### src/rtl/sss_pkg.sv
package sss_pkg;

    typedef enum logic [1:0] {
        SS_IDLE  = 2'd0,
        SS_LOAD  = 2'd1,
        SS_SHIFT = 2'd2
    } sss_state_e;

endpackage

### src/rtl/sss_sync.sv
module sss_sync #(
    parameter int   STAGES  = 2,
    parameter logic RST_VAL = 1'b0
) (
    input  logic clk,
    input  logic rst,
    input  logic d,
    output logic q
);

    logic [STAGES-1:0] chain;

    generate
        if (STAGES == 1) begin : g_single
            always_ff @(posedge clk) begin
                if (rst) chain <= RST_VAL;
                else     chain <= d;
            end
        end else begin : g_multi
            always_ff @(posedge clk) begin
                if (rst) chain <= {STAGES{RST_VAL}};
                else     chain <= {chain[STAGES-2:0], d};
            end
        end
    endgenerate

    assign q = chain[STAGES-1];

endmodule

### src/rtl/sss_edge.sv
module sss_edge (
    input  logic clk,
    input  logic rst,
    input  logic level,
    output logic rise,
    output logic fall
);

    logic level_q;

    always_ff @(posedge clk) begin
        if (rst) level_q <= 1'b0;
        else     level_q <= level;
    end

    assign rise = level & ~level_q;
    assign fall = ~level & level_q;

endmodule

### src/rtl/sss_txpath.sv
module sss_txpath #(
    parameter int WORD_W = 8
) (
    input  logic              clk,
    input  logic              rst,
    input  logic [WORD_W-1:0] tx_data,
    input  logic              tx_valid,
    input  logic              fetch,
    input  logic              shift,
    output logic              tx_ready,
    output logic              bit_out
);

    logic [WORD_W-1:0] hold_q;
    logic [WORD_W-1:0] shreg_q;
    logic              full_q;

    // holding buffer and handshake
    always_ff @(posedge clk) begin
        if (rst) begin
            hold_q <= '0;
            full_q <= 1'b0;
        end else if (tx_valid && !full_q) begin
            hold_q <= tx_data;
            full_q <= 1'b1;
        end else if (fetch) begin
            full_q <= 1'b0;
        end
    end

    // output shifter, empty buffer sends zeros
    always_ff @(posedge clk) begin
        if (rst) begin
            shreg_q <= '0;
        end else if (fetch) begin
            shreg_q <= full_q ? hold_q : '0;
        end else if (shift) begin
            shreg_q <= {shreg_q[WORD_W-2:0], 1'b0};
        end
    end

    assign tx_ready = ~full_q;
    assign bit_out  = shreg_q[WORD_W-1];

endmodule

### src/rtl/sss_rxpath.sv
module sss_rxpath #(
    parameter int WORD_W = 8
) (
    input  logic              clk,
    input  logic              rst,
    input  logic              sample,
    input  logic              bit_in,
    input  logic              word_end,
    output logic [WORD_W-1:0] rx_data,
    output logic              rx_valid
);

    logic [WORD_W-1:0] shreg_q;
    logic [WORD_W-1:0] next_word;

    assign next_word = {shreg_q[WORD_W-2:0], bit_in};

    always_ff @(posedge clk) begin
        if (rst) begin
            shreg_q  <= '0;
            rx_data  <= '0;
            rx_valid <= 1'b0;
        end else begin
            rx_valid <= 1'b0;
            if (sample) begin
                shreg_q <= next_word;
                if (word_end) begin
                    rx_data  <= next_word;
                    rx_valid <= 1'b1;
                end
            end
        end
    end

endmodule

### src/rtl/sclk_sampled_slave.sv
module sclk_sampled_slave
    import sss_pkg::*;
#(
    parameter int WORD_W      = 8,
    parameter int SYNC_STAGES = 2
) (
    input  logic              clk,
    input  logic              rst,
    input  logic              spi_sclk,
    input  logic              spi_cs_n,
    input  logic              spi_mosi,
    output logic              spi_miso,
    input  logic [WORD_W-1:0] tx_data,
    input  logic              tx_valid,
    output logic              tx_ready,
    output logic [WORD_W-1:0] rx_data,
    output logic              rx_valid
);

    localparam int                CNT_W    = $clog2(WORD_W);
    localparam logic [CNT_W-1:0]  CNT_LAST = CNT_W'(WORD_W - 1);

    logic sclk_s, csn_s, mosi_s;
    logic sclk_rise, sclk_fall;
    logic fetch, shift, sample, word_end;
    logic tx_bit;
    logic [CNT_W-1:0] bit_cnt_q;

    sss_state_e state_q, state_d;

    sss_sync #(.STAGES(SYNC_STAGES), .RST_VAL(1'b0)) u_sync_sclk (
        .clk(clk), .rst(rst), .d(spi_sclk), .q(sclk_s)
    );
    sss_sync #(.STAGES(SYNC_STAGES), .RST_VAL(1'b1)) u_sync_csn (
        .clk(clk), .rst(rst), .d(spi_cs_n), .q(csn_s)
    );
    sss_sync #(.STAGES(SYNC_STAGES), .RST_VAL(1'b0)) u_sync_mosi (
        .clk(clk), .rst(rst), .d(spi_mosi), .q(mosi_s)
    );

    sss_edge u_edge (
        .clk(clk), .rst(rst), .level(sclk_s),
        .rise(sclk_rise), .fall(sclk_fall)
    );

    // state register
    always_ff @(posedge clk) begin
        if (rst) state_q <= SS_IDLE;
        else     state_q <= state_d;
    end

    // next state and control outputs
    always_comb begin
        state_d  = state_q;
        fetch    = 1'b0;
        shift    = 1'b0;
        sample   = 1'b0;
        word_end = 1'b0;
        spi_miso = 1'b0;
        unique case (state_q)
            SS_IDLE: begin
                if (!csn_s) state_d = SS_LOAD;            // select seen
            end
            SS_LOAD: begin
                fetch = 1'b1;
                if (csn_s) state_d = SS_IDLE;             // select released
                else       state_d = SS_SHIFT;            // load done
            end
            SS_SHIFT: begin
                spi_miso = tx_bit;
                if (csn_s) begin
                    state_d = SS_IDLE;                    // select released
                end else begin
                    sample   = sclk_rise;
                    word_end = sclk_rise && (bit_cnt_q == CNT_LAST);
                    fetch    = sclk_fall && (bit_cnt_q == '0);
                    shift    = sclk_fall && (bit_cnt_q != '0);
                end
            end
            default: state_d = SS_IDLE;
        endcase
    end

    // bit position within the current word
    always_ff @(posedge clk) begin
        if (rst) begin
            bit_cnt_q <= '0;
        end else if (state_q != SS_SHIFT || csn_s) begin
            bit_cnt_q <= '0;
        end else if (sample) begin
            bit_cnt_q <= (bit_cnt_q == CNT_LAST) ? '0 : bit_cnt_q + 1'b1;
        end
    end

    sss_txpath #(.WORD_W(WORD_W)) u_tx (
        .clk(clk), .rst(rst),
        .tx_data(tx_data), .tx_valid(tx_valid),
        .fetch(fetch), .shift(shift),
        .tx_ready(tx_ready), .bit_out(tx_bit)
    );

    sss_rxpath #(.WORD_W(WORD_W)) u_rx (
        .clk(clk), .rst(rst),
        .sample(sample), .bit_in(mosi_s), .word_end(word_end),
        .rx_data(rx_data), .rx_valid(rx_valid)
    );

endmodule

### config.mk
export PLATFORM = sky130hd
export DESIGN_NAME = sclk_sampled_slave
export DESIGN_NICKNAME = d
export VERILOG_FILES = /design/src/rtl/sss_pkg.sv /design/src/rtl/sss_sync.sv /design/src/rtl/sss_edge.sv /design/src/rtl/sss_txpath.sv /design/src/rtl/sss_rxpath.sv /design/src/rtl/sclk_sampled_slave.sv
export SDC_FILE = /design/constraint.sdc
export NUM_CORES = 1
export LEC_CHECK = 0
export BUFFER_PORTS_ARGS = -buffer_cell sky130_fd_sc_hd__buf_2
export CAP_MARGIN = 20
export CORE_MARGIN = 5
export CORE_UTILIZATION = 59
export CTS_BUF_LIST = sky130_fd_sc_hd__clkbuf_8
export DETAILED_ROUTE_END_ITERATION = 12
export PLACE_DENSITY = 0.81
export SLEW_MARGIN = 5
export SYNTH_ARGS = -nofsm -noshare
export SYNTH_HDL_FRONTEND = slang
export SYNTH_SLANG_ARGS = --single-unit
### constraint.sdc
create_clock -name clk -period 2.4 [get_ports clk]
set_clock_uncertainty 0.05 [all_clocks]
set_input_delay 0.12 -clock clk [delete_from_list [all_inputs] [get_ports clk]]
set_output_delay 0.12 -clock clk [all_outputs]
set_load 0.01 [all_outputs]
Word-level counts from Yosys, hierarchy flattened

Cells that the tools add are included.

Register bits after elaboration: 45
Input port bits: 14
Output and inout bits: 11
Word-level logic and storage cells: 60

$add $sub $neg: 1
Eq/ne operators: 6
Mux-type cells: 20
Bitwise gates (word level): 6
Reductions and logical operators: 15

Operators by type and width:

| cell                                                   | number |
|---|---|
| 2-to-1 mux 8 bit                                       | 3 |
| 2-to-1 mux 1 bit                                       | 11 |
| 2-to-1 mux 2 bit                                       | 3 |
| case mux 2 bit (3 select lines)                        | 1 |
| logical AND 1 bit                                      | 4 |
| inequality test 2 bit (second input constant)          | 2 |
| inverter 1 bit                                         | 4 |
| AND reduction 2 bit                                    | 2 |
| nonzero test 2 bit                                     | 2 |
| OR reduction 2 bit                                     | 2 |
| adder 3 x 1 -> 3 bit (second input constant)           | 1 |
| == test 3 bit (second input constant)                  | 1 |
| zero test 3 bit                                        | 1 |
| 2-to-1 mux 3 bit                                       | 1 |
| nonzero test 3 bit                                     | 1 |
| AND 1 bit                                              | 2 |
| == test 2 x 1 -> 1 bit (second input constant)         | 1 |
| == test 2 bit (second input constant)                  | 1 |
| zero test 2 bit                                        | 1 |
| inequality test 2 x 1 -> 1 bit (second input constant) | 1 |
| case mux 1 bit (2 select lines)                        | 1 |
| zero test 1 bit                                        | 1 |
| logical OR 1 bit                                       | 1 |

Longest topological paths before layout

Gate-level depths: netlist of run 1.

Word-level depth: 7
Gate-level depth with buffers: 7
Mapped depth without buffers: 6

Modules after synthesis

From an unflattened synthesis of run 1, not the netlist that was laid out.

Cell total of the unflattened synthesis: 206
Area, all modules: 1945.6 µm²

Modules (own cells, without submodules):

| module             | times used | cells an instance | area each (µm²) | sequential area each (µm²) |
|---|---|---|---|---|
| sss_txpath         | 1          | 85                | 732.0           | 340.3 |
| sss_rxpath         | 1          | 63                | 661.9           | 320.3 |
| sclk_sampled_slave | 1          | 42                | 355.3           | 100.1 |
| sss_sync           | 3          | 4                 | 52.6            | 40.0 |
| sss_edge           | 1          | 4                 | 38.8            | 20.0 |

Worst setup path before layout of run 1

OpenSTA, ideal clock, no wires.

Kind: register -> register
Start point: register state_q[0]
End point: register u_tx.shreg_q[7]
Arrival time: 1.558 ns
Slack: 0.704 ns
Cell stages (with the launch flop): 8
Path buffers: 1
Cells stage by stage: dfxtp_1 > inv_1 > ha_1 > and2_1 > a41oi_4 > buf_8 > a21oi_2 > a311oi_2

Cells in the longest elaborated chain, start to end: 3
Elaborated cells between the ends (all ways): 6

Ends and longest elaborated chain:

| item                                                                | RTL line                 | text |
|---|---|---|
| from (decl)                                                         | sclk_sampled_slave.sv:29 | `sss_state_e state_q, state_d;` |
| from (signal assigned)                                              | sclk_sampled_slave.sv:49 | `else state_q <= state_d;` |
| == test 2 bit or == test 2 x 1 -> 1 bit (tied branches)             | sclk_sampled_slave.sv:60 | `unique case (state_q)` |
| case mux 1 bit (2 select lines) or 2-to-1 mux 1 bit (tied branches) | sclk_sampled_slave.sv:60 |  |
| 2-to-1 mux 8 bit or nonzero test 2 bit (tied branches)              | --                       |  |
| to (signal assigned)                                                | sss_txpath.sv:36         | `shreg_q <= full_q ? hold_q : '0;` |
| to (signal assigned)                                                | sss_txpath.sv:38         | `shreg_q <= {shreg_q[WORD_W-2:0], 1'b0};` |
| to (decl)                                                           | sss_txpath.sv:15         | `logic [WORD_W-1:0] shreg_q;` |

Several ways; a longest one is shown, not always the timed one.
A chain may end at the register's enable or synchronous reset.

Worst setup path after layout of run 1

Start point: register state_q[0]
End point: register u_tx.shreg_q[2]

The elaborated chain is that of the path after synthesis.

==> results of run 1 <==
-- cell families after synthesis --
group                    synth area share
AND/OR/NAND/NOR                     0.253
adder cells (fa/ha/maj)            0.0403
AO/OA/AOI/OAI                       0.174
flip-flops                          0.483
buffers and inverters              0.0443
multiplexers                      0.00537
-- sequential cells by signal (all words and copies together), names as in the netlist --
register           cells
bit_cnt_q              3
state_q                2
u_edge.level_q         1
u_rx.rx_data           8
u_rx.rx_valid          1
u_rx.shreg_q           7
u_sync_csn.chain       2
u_sync_mosi.chain      2
u_sync_sclk.chain      2
u_tx.full_q            1
u_tx.hold_q            8
u_tx.shreg_q           8
-- power by group through the flow --
stage | Sequential [mW] | Clock, mW | Combinational (mW)
3_3_place_gp | 0.795 | 0 | 0.0626
4_1_cts | 0.777 | 0.586 | 0.0680
2_1_floorplan | 0.788 | 0 | 0.0509
6_report | 0.777 | 0.569 | 0.0686
5_1_grt | 0.780 | 0.610 | 0.0776
3_5_place_dp | 0.795 | 0 | 0.0641
-- layer usage --
| metal | vias up | GRT usage |
|---|---|---|
| li1 | 748 | - |
| met5 | - | 0 |
| met3 | 7 | 0.0510 |
| met2 | 26 | 0.278 |
| met1 | 611 | 0.195 |
| met4 | 0 | 0.0685 |
-- cells in the final DEF, fill, tap and decap left out, drive strengths merged --
cell type,instances
nand2,58
dfxtp,45
a21oi,35
buf,25
nand3,9
nor2b,9
a311oi,7
ha,6
inv,5
clkbuf,5
nor3,4
nor2,4
dlygate4sd3,4
or2,3
and2,2
nor3b,2
nand2b,1
and4bb,1
mux2i,1
a41oi,1
nand3b,1
nand4bb,1
o21ai,1
a22oi,1
bufinv,1
clkinv,1
clkinvlp,1
-- worst register-to-register path, delay by kind of cell, from the launching register on --
kind                     cells  cell delay, ns
AO/OA/AOI/OAI                3            0.89
adder cells (fa/ha/maj)      1            0.33
buffers and inverters        1            0.07
flip-flops                   1            0.36
AND/OR/NAND/NOR              1            0.18
-- how the worst min path moves through the flow --
| stage | from | endpoint | slack [ns] | cells past startpoint |
|---|---|---|---|---|
| floorplan | spi_cs_n | u_sync_csn.chain[0]$_SDFF_PP1_ | 0.17 | 1 |
| global placement | spi_cs_n | u_sync_csn.chain[0]$_SDFF_PP1_ | 0.25 | 2 |
| detailed placement | spi_cs_n | u_sync_csn.chain[0]$_SDFF_PP1_ | 0.26 | 2 |
| CTS | tx_data[1] | u_tx.hold_q[1]$_SDFFE_PP0P_ | 0.00006 | 3 |
| global route | spi_mosi | u_sync_mosi.chain[0]$_SDFF_PP0_ | 0.007 | 2 |
| finish | tx_data[0] | u_tx.hold_q[0]$_SDFFE_PP0P_ | 0.008 | 3 |
-- final cells by class --
class | instances | area [µm²]
timing repair buffer | 29 | 168
tap | 44 | 55.1
clock buffer | 5 | 68.8
inverter | 5 | 18.8
clock inverter | 3 | 46.3
multi-input combinational | 147 | 881
fill | 263 | 915
sequential | 45 | 901
==> impl_metrics.toml, run 1 <==
[sta]
setup_viol = 0
worst_slack_ns = 0.438
period_minus_slack_ns = 1.96
tightest_slew_ns = 0.834
min_period_over_period = 0.818
hold_viol = 0
rsz0062_at_grt = "no"
hold_slack_ns = 0.00814
max_freq_ghz = 0.510
slew_viol_final = 0
setup-tns-final_ns = 0
max_slew_margin = 0.444

[critical_path]
crit_path_top_delay_cell = "a41oi_4"
worstPathArrival_ns = 2.12
endpoint = "u_tx.shreg_q[2]$_SDFFE_PP0P_"
r2r_start = "state_q[0]$_SDFFE_PP0P_"
crit_fanout = 17
r2r-end = "u_tx.shreg_q[2]$_SDFFE_PP0P_"
end_kind = "register"
crit_required_ns = 2.56
path_cells = "inv_1, ha_1, and2_1, a41oi_4, a21oi_1, a311oi_2"
r2r_cells = 6
max_stage_delay_ns = 0.51
reg2reg_slack_ns = 0.44
crit_path_start_kind = "register"
cp-startpoint = "state_q[0]$_SDFFE_PP0P_"
path_class = "reg -> reg"
worst-path-buf-inv = 1
path_depth = 6
cpLargestDelayFamily = "compound AO/OA/AOI/OAI gates"

[logic_synthesis]
async_flop_share = 0
yosysTopAreaCell = "dfxtp_1"
synth_top_cell_area_share = 0.483
synthFlopType = "dfxtp_1"
syn_area_um2 = 1860
yosys-top-cells-count = "nand2_1, dfxtp_1, a21oi_1"
postSynthAreaPerCell_um2 = 8.92
synth-seq-area-share = 0.483
synthCells = 209
synth-edff-count = 0
ys_types = 32
ys_seq_elements = 45
yosys_warnings = 0
yosysMostFrequentCell = "nand2_1"
syn_nets = 229
netlist_top_cells_area = "dfxtp_1, nand2_1, a21oi_1"

[global_route]
grt.overflow.total = 0
antenna_found_initial = 0
track_usage = 0.166
grt_pass1_vias = 1328
grt_start_max_net_pins = 46
grt_pass1_wl_mm = 5.66

[pwr]
pwr-share-seq = 0.549
p_comb_frac = 0.048
total_power_mw = 1.41
clkPwrFrac = 0.402
ir_drop_v = 0.000453
p_per_area_nw_per_um2 = 662
p_int_mw = 1.11
p_leak_nw = 0.812
swShare = 0.219
switching_power_mw = 0.309

[die]
start_util = 0.611
core-area_um2 = 3050
fp.dieH_um = 66.2
row_count = 20
die_w_um = 66.2
ioPinCount = 25
die_area_um2 = 4380

[cells_and_area]
fin_cells = 278
areaGrowthSynthToFinish_pct = 14.7
design_area_um2 = 2140
antennaDiodeCount = 0
finalCoreUtilization = 0.700
layout-drive-gt1-share = 0.214
nets = 253

[clocking]
clk_pin_slew_ns = 0.08
cts_root_buffer = "clkbuf_8"
clk_path_buf_depth = 2
tritoncts = "yes"
cts_resized = 0
postCtsSetupBuffers = 0
numCtsBuffers = 5
clock_sinks = 45
ctsHoldBuffers = 3
clock_latency_ns = 0.30
cts-htree-levels = 2

[routing]
wl_met3_um = 168
drc = 0
firstDrtPassIters = 4
met1_length_mm = 1.51
drt_iter0_drc = 93
ant_nets = 0
vias = 1392
routedWlPerCell_um = 11.5
top_layer_used = "met4"
via_per_inst = 5.01
finalWirelength_mm = 3.19
dr_wl_met2_mm = 1.47

[worst_hold_path]
min_path_type = "in -> reg"

[placed_design]
hpwl_mm = 2.17
gp_congestion = 0.764
dp_cells = 266
port_buffers = 24
post_dp_cell_area_um2 = 1980
post-place-ws_ns = 0.455

[outcome]
outcome = "completed"

[run]
maxCapViolCount = 0
Power figures use the tool's default switching activity.
==> run 2: changes to the inputs <==
ABC_AREA = 1   (was unset)
CORE_UTILIZATION = 53   (was 59)
PLACE_DENSITY = 0.77   (was 0.81)
clock period = 1.65 ns   (was 2.4 ns; I/O delays follow)
==> run 2 against run 1 <==
- critical path depth rose by 2
- clock power rose by 70%
- area after synthesis rose by 0.54%
- maximum frequency rose by 26%
- global-route usage fell by 0.75 points
- worst hold slack improved by 0.080 ns
- worst setup slack got worse by 0.34 ns
- total power rose by 59%
- count of clock-buffer cells in the layout did not move
- sequential share of layout area fell by 3.8 points
- largest power group unchanged
- highest routed layer unchanged
==> impl_metrics.toml, run 2 <==
[global_route]
track_usage = 0.158
grt.overflow.total = 0
antenna_found_initial = 0
grt_pass1_vias = 1520
grt_start_max_net_pins = 25
grt_pass1_wl_mm = 6.31

[critical_path]
crit_fanout = 6
r2r_start = "state_q[0]$_SDFFE_PP0P_"
r2r-end = "bit_cnt_q[0]$_SDFFE_PP0P_"
reg2reg_slack_ns = 0.1
crit_path_start_kind = "register"
end_kind = "register"
r2r_cells = 8
crit_required_ns = 1.82
path_class = "reg -> reg"
worstPathArrival_ns = 1.72

[routing]
drt_iter0_drc = 125
wl_met3_um = 143
vias = 1669
routedWlPerCell_um = 10.6
dr_wl_met2_mm = 1.78
via_per_inst = 4.89
firstDrtPassIters = 4
ant_nets = 0
top_layer_used = "met4"
finalWirelength_mm = 3.62
drc = 0
met1_length_mm = 1.63

[worst_hold_path]
hold_depth = 5
min_path_type = "in -> reg"
hold_path.startpoint = "tx_valid"
hold_end = "u_tx.full_q$_SDFFE_PP0P_"

[cells_and_area]
areaGrowthSynthToFinish_pct = 25.6
nFillCells = 272
layout-drive-gt1-share = 0.193
nets = 314
top_regs = "u_rx.rx_data: 8 flops, u_tx.hold_q: 8 flops, u_tx.shreg_q: 8 flops"
regArea_um2 = 902
finalCoreUtilization = 0.694
layout_common_cells = "dfxtp_1, nand2_1, nor2_1"
multi_input_area_um2 = 816
layout_commonest_cell = "dfxtp_1"
antennaDiodeCount = 0

[pwr]
p_leak_nw = 1.16
total_power_mw = 2.25
ir_drop_v = 0.000649
p_per_area_nw_per_um2 = 954

[placed_design]
gp_congestion = 0.848
port_buffers = 24
hpwl_mm = 2.53

[logic_synthesis]
synth-seq-area-share = 0.481
yosys-top-cells-count = "dfxtp_1, nand2_1, nor2_1"
synthCells = 251
postSynthAreaPerCell_um2 = 7.47
syn_nets = 271
synthFlopType = "dfxtp_1"
yosysTopAreaCell = "dfxtp_1"
ys_seq_elements = 45
synth-edff-count = 0
yosys_warnings = 0
async_flop_share = 0
yosysMostFrequentCell = "dfxtp_1"
ys_types = 20
synth_top_cell_area_share = 0.481
netlist_top_cells_area = "dfxtp_1, nand2_1, nor2_1"
syn_area_um2 = 1870

[clocking]
tritoncts = "yes"
cts_root_buffer = "clkbuf_8"
clock_latency_ns = 0.30
clk_pin_slew_ns = 0.08
clock_sinks = 45
clk_path_buf_depth = 2
cts-htree-levels = 2
numCtsBuffers = 5

[sta]
max_freq_ghz = 0.644
setup_viol = 0
tightest_slew_ns = 0.463
period_minus_slack_ns = 1.55
min_period_over_period = 0.940
max_slew_margin = 0.690
slew_viol_final = 0
hold_viol = 0

[die]
die_area_um2 = 4830
start_util = 0.553
core-area_um2 = 3390
die_w_um = 69.5
ioPinCount = 25
row_count = 21
fp.dieH_um = 69.5

[run]
maxCapViolCount = 0

[outcome]
outcome = "completed"
## run 2: worst max-delay path by stage
stage	end	depth (start not counted)	start	slack (ns)
2_1_floorplan	u_tx.full_q$_SDFFE_PP0P_	9	state_q[0]$_SDFFE_PP0P_	0.23
3_3_place_gp	u_rx.rx_data[5]$_SDFFE_PP0P_	9	state_q[0]$_SDFFE_PP0P_	0.1
3_5_place_dp	u_rx.rx_data[5]$_SDFFE_PP0P_	9	state_q[0]$_SDFFE_PP0P_	0.07
4_1_cts	u_rx.rx_data[5]$_SDFFE_PP0P_	9	state_q[0]$_SDFFE_PP0P_	0.06
5_1_grt	u_rx.rx_data[5]$_SDFFE_PP0P_	8	state_q[1]$_SDFFE_PP0P_	-0.01
6_report	bit_cnt_q[0]$_SDFFE_PP0P_	8	state_q[0]$_SDFFE_PP0P_	0.1
## run 2: power breakdown
part | leakage, nW | internal [mW] | switching (mW)
clock | 0.0681 | 0.601 | 0.369
sequential | 0.367 | 1.11 | 0.0184
combinational | 0.721 | 0.0648 | 0.0782
## run 2: cell families after synthesis
| group | Yosys count | share of synthesized area |
|---|---|---|
| AND/OR/NAND/NOR | 114 | 0.266 |
| flip-flops | 45 | 0.481 |
| buffers and inverters | 44 | 0.0948 |
| AO/OA/AOI/OAI | 42 | 0.119 |
| adder cells (fa/ha/maj) | 6 | 0.0401 |
## run 2: worst max-delay path, stage by stage (launching register included)
cell and delay (ns):
dfxtp_2 0.34, inv_2 0.05, ha_2 0.20, inv_2 0.05
nor2_4 0.14, nand3_4 0.13, buf_4 0.16, buf_4 0.14
a211oi_1 0.21
## run 2: metrics by stage
stage	setup WS [ns]	TNS (ns)	hold slack, ns	cell area [µm²]	cells
detailed placement	0.0730	0	0.218	2060	320
floorplan	0.229	0	0.136	1870	251
global route	-0.0115	-0.0179	0.110	2350	341
global placement	0.0994	0	0.215	2060	320
finish	0.0982	0	0.0886	2350	341
CTS	0.0561	0	0.0802	2300	339
## run 2: layout make-up
cell class,count,area share
repair buffers,43,0.129
multi-input cells,162,0.347
well taps,46,0.0245
clock buffers,5,0.0292
clock inverters,3,0.0276
flip-flops and latches,45,0.383
inverters,37,0.0601
## run 2: what timing repair did
| action | CTS | global route |
|---|---|---|
| hold buffers | 11 | 0 |
| setup endpoints to repair | 0 | 16 |
| resized for setup | 0 | 8 |
| hold endpoints to repair | 11 | 0 |
| setup buffers | 0 | 2 |
## run 2: per-layer routing
metal  GRT usage  vias up
met5           0        -
met4      0.0716        0
met3      0.0348        7
met2       0.272       31
met1       0.187      762
li1            -      869
==> run 3: changes to the inputs <==
CORE_UTILIZATION = 45   (was 53)
PLACE_DENSITY = 0.67   (was 0.77)
==> run 3 against run 2 <==
- sequential share of layout area rose by 0.37 points
- first-iteration DRC count fell by 52%
- total power fell by 10%
- flip-flop and latch count did not move
- critical endpoint is now u_rx.rx_data[3]$_SDFFE_PP0P_
- cell count rose by 1.5%
- core utilization fell by 12 points
==> impl_metrics.toml, run 3 (same netlist as run 2, synthesis figures left out) <==
[global_route]
antenna_found_initial = 0
grt_pass1_wl_mm = 6.60
grt_pass1_vias = 1526
grt_start_max_net_pins = 19
grt.overflow.total = 0
track_usage = 0.155

[critical_path]
crit_fanout = 8
path_depth = 9
reg2reg_slack_ns = 0.13
end_kind = "register"
worst-path-buf-inv = 3
max_stage_delay_ns = 0.34
crit_path_start_kind = "register"
cpLargestDelayFamily = "simple AND/OR/NAND/NOR gates"
cp-startpoint = "state_q[0]$_SDFFE_PP0P_"
endpoint = "u_rx.rx_data[3]$_SDFFE_PP0P_"
path_cells = "inv_2, ha_4, inv_2, nor2_4, nand3_4, nor2_4, inv_2, nand3_1, o21ai_1"
r2r-end = "u_rx.rx_data[3]$_SDFFE_PP0P_"
path_class = "reg -> reg"
crit_path_top_delay_cell = "dfxtp_2"
crit_required_ns = 1.79
r2r_cells = 9
crit_top_cell = "inv_2"
r2r_start = "state_q[0]$_SDFFE_PP0P_"
worstPathArrival_ns = 1.67

[clocking]
clock_latency_ns = 0.29
cts-htree-levels = 2
tritoncts = "yes"
clk_path_buf_depth = 2
cts_root_buffer = "clkbuf_8"
numCtsBuffers = 5
clk_pin_slew_ns = 0.08
clock_sinks = 45

[die]
die_w_um = 74.5
row_count = 23
core-area_um2 = 4030
start_util = 0.465
fp.dieH_um = 74.5
die_area_um2 = 5560
ioPinCount = 25

[pwr]
total_power_mw = 2.01
p_leak_nw = 1.14
ir_drop_v = 0.000503
p_per_area_nw_per_um2 = 863

[sta]
hold_slack_ns = 0.0978
tightest_slew_ns = 0.438
period_minus_slack_ns = 1.52
hold_viol = 0
max_freq_ghz = 0.656
setup_viol = 0
min_period_over_period = 0.924
slew_viol_final = 0
setup-tns-final_ns = 0
max_slew_margin = 0.707
rsz0062_at_grt = "no"

[cells_and_area]
antennaDiodeCount = 0
fin_cells = 346
multi_input_area_um2 = 828
nFillCells = 384
regArea_um2 = 902
layout-drive-gt1-share = 0.193
top_regs = "u_rx.rx_data: 8 flops, u_tx.hold_q: 8 flops, u_tx.shreg_q: 8 flops"
finalCoreUtilization = 0.579
layout_commonest_cell = "dfxtp_1"
areaGrowthSynthToFinish_pct = 24.4
nets = 315
layout_common_cells = "dfxtp_1, nand2_1, nor2_1"

[routing]
finalWirelength_mm = 3.85
vias = 1617
firstDrtPassIters = 4
routedWlPerCell_um = 11.1
via_per_inst = 4.67
drt_iter0_drc = 60
drc = 0
ant_nets = 0

[run]
maxCapViolCount = 0

[placed_design]
gp_congestion = 0.798
dp_cells = 323
port_buffers = 24
hpwl_mm = 2.57

[outcome]
outcome = "completed"

[worst_hold_path]
min_path_type = "in -> reg"
hold_depth = 5
run 3: cell type report:
class,count,area share
flip-flops and latches,45,0.387
well taps,50,0.0268
clock buffers,7,0.0413
clock inverters,1,0.00215
repair buffers,44,0.128
multi-input cells,162,0.355
inverters,37,0.0596
run 3: worst min-delay path by stage:
| stage | startpoint | end |
|---|---|---|
| global placement | spi_cs_n | u_sync_csn.chain[0]$_SDFF_PP1_ |
| detailed placement | spi_cs_n | u_sync_csn.chain[0]$_SDFF_PP1_ |
| floorplan | spi_cs_n | u_sync_csn.chain[0]$_SDFF_PP1_ |
| global route | tx_valid | u_tx.full_q$_SDFFE_PP0P_ |
| finish | tx_valid | u_tx.full_q$_SDFFE_PP0P_ |
| CTS | tx_valid | u_tx.full_q$_SDFFE_PP0P_ |
run 3: power breakdown:
| group | switching [mW] | total [mW] | internal, mW |
|---|---|---|---|
| Clock | 0.357 | 0.736 | 0.378 |
| Sequential | 0.0194 | 1.13 | 1.11 |
| Combinational | 0.0790 | 0.142 | 0.0633 |
run 3: metrics by stage:
step / area (µm²) / setup WS [ns]
floorplan: 1870 / 0.229
global placement: 2060 / 0.131
detailed placement: 2060 / 0.0704
CTS: 2270 / 0.0631
global route: 2330 / 0.0207
finish: 2330 / 0.126
run 3: metal layers:
| metal | part of all wire | vias up | track usage | wire, µm |
|---|---|---|---|---|
| li1 | - | 871 | - | - |
| met1 | 0.47 | 710 | 0.193 | 1810 |
| met2 | 0.47 | 30 | 0.252 | 1820 |
| met3 | 0.040 | 6 | 0.0324 | 155 |
| met4 | 0.016 | 0 | 0.0791 | 63 |
| met5 | 0 | - | 0 | 0 |
run 3: timing repair:
action                                 4_1_cts  5_1_grt
resized for setup                            0        8
endpoints found under the hold margin       11        0
hold buffers                                11        0
setup endpoints to repair                    0       20
buffers inserted                             0        4
run 3: tightest hold or removal path, stage by stage:
cell     delay (ns)
buf_2          0.09
inv_1          0.06
a21oi_1        0.07
o21ai_1        0.07
inv_1          0.04
